`src/rtl/vtc_pkg.sv`:
```
package vtc_pkg;
  typedef enum logic [1:0] {
    XM_DIRECT    = 2'b00,
    XM_ZERO      = 2'b01,
    XM_RAMP      = 2'b10,
    XM_RAMP_ZERO = 2'b11
  } xmode_e;

  localparam int FRAC_SHIFT = 2;
  localparam int NUM_CH     = 2;
endpackage

```
`src/rtl/vtc_target_sel.sv`:
```
module vtc_target_sel
  import vtc_pkg::*;
#(
  parameter int CODE_W = 8,
  localparam int LVL_W = CODE_W + FRAC_SHIFT
) (
  input  logic [NUM_CH-1:0][CODE_W-1:0] codes,
  input  logic [NUM_CH-1:0]             mutes,
  input  logic                          lock,
  output logic [NUM_CH-1:0][LVL_W-1:0]  targets
);
  localparam logic [LVL_W-1:0] MUTE_LVL = {{CODE_W{1'b1}}, {FRAC_SHIFT{1'b0}}};

  for (genvar c = 0; c < NUM_CH; c++) begin : g_tgt
    logic [CODE_W-1:0] pick;
    assign pick = lock ? codes[0] : codes[c];
    assign targets[c] = mutes[c] ? MUTE_LVL : {pick, {FRAC_SHIFT{1'b0}}};
  end
endmodule

```
`src/rtl/vtc_frame_timer.sv`:
```
module vtc_frame_timer #(
  parameter int TMO_W = 9
) (
  input  logic clk,
  input  logic rst,
  input  logic frame_stb,
  output logic wrap
);
  logic [TMO_W-1:0] cnt;

  assign wrap = frame_stb && (cnt == '1);

  always_ff @(posedge clk) begin
    if (rst) cnt <= '0;
    else if (frame_stb) cnt <= cnt + 1'b1;
  end
endmodule

```
`src/rtl/vtc_chan.sv`:
```
module vtc_chan
  import vtc_pkg::*;
#(
  parameter int SMP_W = 24,
  parameter int LVL_W = 10
) (
  input  logic             clk,
  input  logic             rst,
  input  xmode_e           mode,
  input  logic             frame_stb,
  input  logic             wrap,
  input  logic [LVL_W-1:0] tgt,
  input  logic [SMP_W-1:0] smp,
  output logic [LVL_W-1:0] level
);
  logic             prev_neg;
  logic             armed;
  logic             differs;
  logic             crossing;
  logic             timed_out;
  logic             may_move;
  logic [LVL_W-1:0] one_step;
  logic [LVL_W-1:0] level_nxt;
  logic             applied;

  assign differs   = (level != tgt);
  assign crossing  = (smp == '0) || (smp[SMP_W-1] != prev_neg);
  assign timed_out = wrap && armed;
  assign may_move  = frame_stb && differs && (crossing || timed_out);
  assign one_step  = (level < tgt) ? level + 1'b1 : level - 1'b1;

  always_comb begin
    level_nxt = level;
    unique case (mode)
      XM_DIRECT:    level_nxt = tgt;
      XM_ZERO:      if (may_move) level_nxt = tgt;
      XM_RAMP:      if (frame_stb && differs) level_nxt = one_step;
      XM_RAMP_ZERO: if (may_move) level_nxt = one_step;
    endcase
  end

  assign applied = (level_nxt != level);

  always_ff @(posedge clk) begin
    if (rst) begin
      level    <= '0;
      prev_neg <= 1'b0;
      armed    <= 1'b0;
    end else begin
      level <= level_nxt;
      if (frame_stb) prev_neg <= smp[SMP_W-1];
      if (mode == XM_DIRECT || !differs) armed <= 1'b0;
      else if (frame_stb) begin
        if (applied) armed <= 1'b0;
        else if (wrap) armed <= 1'b1;
      end
    end
  end
endmodule

```
`src/rtl/vtc_polarity.sv`:
```
module vtc_polarity #(
  parameter int SMP_W = 24
) (
  input  logic             clk,
  input  logic             rst,
  input  logic             frame_stb,
  input  logic             inv,
  input  logic [SMP_W-1:0] smp,
  output logic [SMP_W-1:0] out
);
  localparam logic [SMP_W-1:0] MIN_NEG = {1'b1, {(SMP_W-1){1'b0}}};
  localparam logic [SMP_W-1:0] MAX_POS = {1'b0, {(SMP_W-1){1'b1}}};

  logic [SMP_W-1:0] negated;

  assign negated = (smp == MIN_NEG) ? MAX_POS : (~smp + 1'b1);

  always_ff @(posedge clk) begin
    if (rst) out <= '0;
    else if (frame_stb) out <= inv ? negated : smp;
  end
endmodule

```
`src/rtl/vol_transition_ctrl.sv`:
```
module vol_transition_ctrl
  import vtc_pkg::*;
#(
  parameter int SMP_W  = 24,
  parameter int CODE_W = 8,
  parameter int TMO_W  = 9,
  localparam int LVL_W = CODE_W + FRAC_SHIFT
) (
  input  logic              clk,
  input  logic              rst,
  input  logic [CODE_W-1:0] vol_code_a,
  input  logic [CODE_W-1:0] vol_code_b,
  input  logic              mute_a,
  input  logic              mute_b,
  input  logic              lock_single,
  input  logic [1:0]        xmode,
  input  logic              inv_a,
  input  logic              inv_b,
  input  logic              frame_stb,
  input  logic [SMP_W-1:0]  smp_a,
  input  logic [SMP_W-1:0]  smp_b,
  output logic [LVL_W-1:0]  level_a,
  output logic [LVL_W-1:0]  level_b,
  output logic [SMP_W-1:0]  out_a,
  output logic [SMP_W-1:0]  out_b
);
  logic [NUM_CH-1:0][CODE_W-1:0] codes;
  logic [NUM_CH-1:0]             mutes;
  logic [NUM_CH-1:0]             invs;
  logic [NUM_CH-1:0][SMP_W-1:0]  smps;
  logic [NUM_CH-1:0][LVL_W-1:0]  targets;
  logic [NUM_CH-1:0][LVL_W-1:0]  levels;
  logic [NUM_CH-1:0][SMP_W-1:0]  outs;
  logic                          wrap;
  xmode_e                        mode;

  assign codes = {vol_code_b, vol_code_a};
  assign mutes = {mute_b, mute_a};
  assign invs  = {inv_b, inv_a};
  assign smps  = {smp_b, smp_a};
  assign mode  = xmode_e'(xmode);

  vtc_target_sel #(.CODE_W(CODE_W)) u_tgt (
    .codes   (codes),
    .mutes   (mutes),
    .lock    (lock_single),
    .targets (targets)
  );

  vtc_frame_timer #(.TMO_W(TMO_W)) u_tmr (
    .clk       (clk),
    .rst       (rst),
    .frame_stb (frame_stb),
    .wrap      (wrap)
  );

  for (genvar c = 0; c < NUM_CH; c++) begin : g_ch
    vtc_chan #(.SMP_W(SMP_W), .LVL_W(LVL_W)) u_chan (
      .clk       (clk),
      .rst       (rst),
      .mode      (mode),
      .frame_stb (frame_stb),
      .wrap      (wrap),
      .tgt       (targets[c]),
      .smp       (smps[c]),
      .level     (levels[c])
    );
    vtc_polarity #(.SMP_W(SMP_W)) u_pol (
      .clk       (clk),
      .rst       (rst),
      .frame_stb (frame_stb),
      .inv       (invs[c]),
      .smp       (smps[c]),
      .out       (outs[c])
    );
  end

  assign level_a = levels[0];
  assign level_b = levels[1];
  assign out_a   = outs[0];
  assign out_b   = outs[1];
endmodule

```
`config.mk`:
```
export PLATFORM = sky130hd
export DESIGN_NAME = vol_transition_ctrl
export DESIGN_NICKNAME = d
export VERILOG_FILES = /design/src/rtl/vtc_pkg.sv /design/src/rtl/vtc_target_sel.sv /design/src/rtl/vtc_frame_timer.sv /design/src/rtl/vtc_chan.sv /design/src/rtl/vtc_polarity.sv /design/src/rtl/vol_transition_ctrl.sv
export SDC_FILE = /design/constraint.sdc
export NUM_CORES = 1
export LEC_CHECK = 0
export BUFFER_PORTS_ARGS = -buffer_cell sky130_fd_sc_hd__buf_2
export CORE_ASPECT_RATIO = 0.5
export CORE_MARGIN = 2
export CORE_UTILIZATION = 30
export CTS_BUF_LIST = sky130_fd_sc_hd__clkbuf_8
export DETAILED_ROUTE_END_ITERATION = 6
export SLEW_MARGIN = 20
export SYNTH_ARGS = -nofsm -noshare
export SYNTH_HDL_FRONTEND = slang
export SYNTH_SLANG_ARGS = --single-unit
```
`constraint.sdc`:
```
create_clock -name clk -period 13.24 [get_ports clk]
set_clock_uncertainty 0.05 [all_clocks]
set_input_delay 1.324 -clock clk [delete_from_list [all_inputs] [get_ports clk]]
set_output_delay 1.324 -clock clk [all_outputs]
set_load 0.01 [all_outputs]
```
==> metrics.csv <==
metric,value,unit
outcome,"finished, final reports clean",
synth_most_common_cell,nor2_1,
p_sw_share,36.8,%
syn_inst,746,
clockPowerShare,28.3,%
drt_first_pass_iters,7,
ir_drop,0.0000388,V
postCtsSetupRepairBufs,0,
hold_ws,433,ps
initial_utilization,30.5,%
synthesis.area,0.00592,mm^2
yosys_warnings,0,
syn-num-nets,861,
synth_top_cell_area_share,27.4,%
tns,0,ps
period_needed,5090,ps
dr.first_iter.drc_count,306,
ios,142,
worst_slack,8150,ps
synth-edff-count,0,
worst_pin_slew,846,ps
cts.sinks,81,
grt_pass1_wl,28.4,mm
layout-drive-gt1-share,21.5,%
min_path_type,reg -> reg,
post-place-ws,7780,ps
first_global_vias,5488,
clockBufferDepth,2,
grt_max_degree,66,
path_max_fanout,16,
post_drt_wl_per_cell,16.1,um
slew_violations,0,
cts_buffers,9,
grt_overflow_total,0,
gp_congestion,0.883,
vias,6088,
synth_area_leaders,"dfxtp_1 27%, ha_1 8.2%, xor2_1 7.8%, a211oi_1 7.6%, nor2_1 6.9%",
clkTransAtPathRegs,90,ps
synth_cell_types,67,
slew_headroom,43.4,%
max_freq,196,MHz
finalNonFillerCells,1141,
fin_crit_sh,38.5,%
area_growth,19.8,%
drv_cap,0,
synth_top_area_cell,dfxtp_1,
final_nets,985,
drc,0,
arrival,5330,ps
cp-start-kind,input pin,
hold_viol,0,
worst_setup_path_end_kind,register,
power_density,91.4,mW/mm^2
ant_nets,0,
dp_cells,1125,
ys.flop_type,dfxtp_1,
cts_tree,yes,
internal_power,0.410,mW
htreeDepth,3,
rsz0062_at_grt,false,
synth.avg_cell_area,7.93,um^2
path_class,in -> reg,
synth_seq_area_share,27.4,%
netSwitchingPower,0.238,mW
seqPwrFrac,43.2,%
hold_buffers,0,
fill_cells,2080,
core-area,0.0194,mm^2
row_count,36,
setup_viol,0,
dieArea,0.0209,mm^2
power_frac_comb,28.5,%
grt_usage,17.1,%
port_buffers,141,
cts_root_buf,clkbuf_8,
vias_per_cell,5.34,
cp.required,13470,ps
postSynth.asyncResetShare,0,%
ys_ff_latch,81,
antenna_cells_inserted,0,
dpl.hpwl,13.7,mm
die_h,103,um
power,0.648,mW
drt-total-wl,18.3,mm
synth_common_cells,"108 x nor2_1, 81 x dfxtp_1, 60 x a211oi_1",
clkLatencyLatePin,380,ps
cts-resized-gates,0,
leakage,3.01,nW
die_w,203,um
antenna_found_initial,0,
layout make-up:
cell class	instances	area, um^2	share of cell area, %
clock buffer	9	124	1.75
clock inverter	7	58.8	0.830
inverter	21	78.8	1.11
multi-input combinational	610	4120	58.2
sequential	81	1620	22.9
tap	266	333	4.69
timing repair buffer	147	751	10.6
layer usage:
metal / routed length, um / track usage, %
met5: 0 / 0
met1: 9090 / 23.8
met4: 265 / 4.49
met3: 885 / 4.01
met2: 8100 / 26.7
stage by stage:
stage / area (um^2) / utilization [%]
final: 7090 / 36.5
after global routing: 7090 / 36.5
after CTS: 7070 / 36.4
after detailed placement: 6880 / 35.5
after global placement: 6880 / 35.5
after floorplan: 5920 / -
logic make-up after synthesis:
logic type | synth area share, %
and+or+nand+nor | 21.9
xor gates and xnor gates | 10.4
AOI/OAI and AO/OA | 26.0
buffers and inverters | 3.53
adders and majority gates | 8.93
muxes | 1.90
DFF | 27.4
power by group through the flow:
stage	logic [mW]	registers, mW	clock network (mW)
floorplan	0.113	0.289	0
global placement	0.181	0.285	0
detailed placement	0.183	0.285	0
CTS	0.184	0.280	0.194
global route	0.206	0.282	0.204
finish	0.185	0.280	0.184
path summary, 6_finish.rpt:
check | startpoint | slack [ps] | cells past startpoint | to
max | lock_single | 8150 | 20 | g_ch[1].u_chan.armed
min | g_ch[1].u_pol.out[15] | 430 | 2 | g_ch[1].u_pol.out[15]
max reg2reg | g_ch[0].u_chan.level[3] | 9010 | 17 | g_ch[0].u_chan.armed
min reg2reg | g_ch[1].u_pol.out[15] | 430 | 2 | g_ch[1].u_pol.out[15]
flip-flops by register name, summed over array words and instances (netlist names):
name / flops
g_ch.u_chan.armed: 2
g_ch.u_chan.prev_neg: 2
u_tmr.cnt: 9
g_ch.u_pol.out: 48
g_ch.u_chan.level: 20
critical path, stage by stage:
cell and delay (ps):
buf_2 240, nor2b_1 80, a211oi_1 390, ha_1 320
nor2b_1 130, o21ai_0 140, nand2b_1 80, a21oi_1 140
o21ai_0 100, buf_4 200, fa_1 410, a211oi_1 330
o31ai_1 160, a21o_1 190, a21oi_1 170, xnor2_1 90
a2bb2oi_1 210, mux2i_1 230, nand4_1 100, o32ai_1 280
cells in the final DEF, fill, tap and decap left out, drive strengths merged, types with 3 or more instances in the layout:
cell     instances
buf            147
nor2           108
dfxtp           81
a211oi          61
xor2            53
nand2           51
a21oi           43
o21ai           43
ha              39
inv             25
o31ai           19
xnor2           17
nor2b           15
or4             14
nand3           12
nor3            11
nand4            9
mux2i            9
clkbuf           9
or3              9
a21o             8
o22ai            8
or2              8
and2             5
nor4             5
nand2b           4
o211ai           4
a22oi            4
a31oi            4
nand4b           3
a2bb2oi          3
and3             3
o21a             3
or4b             3
a41oi            3
o41ai            3
No activity file was read; power rests on OpenSTA's default activity.
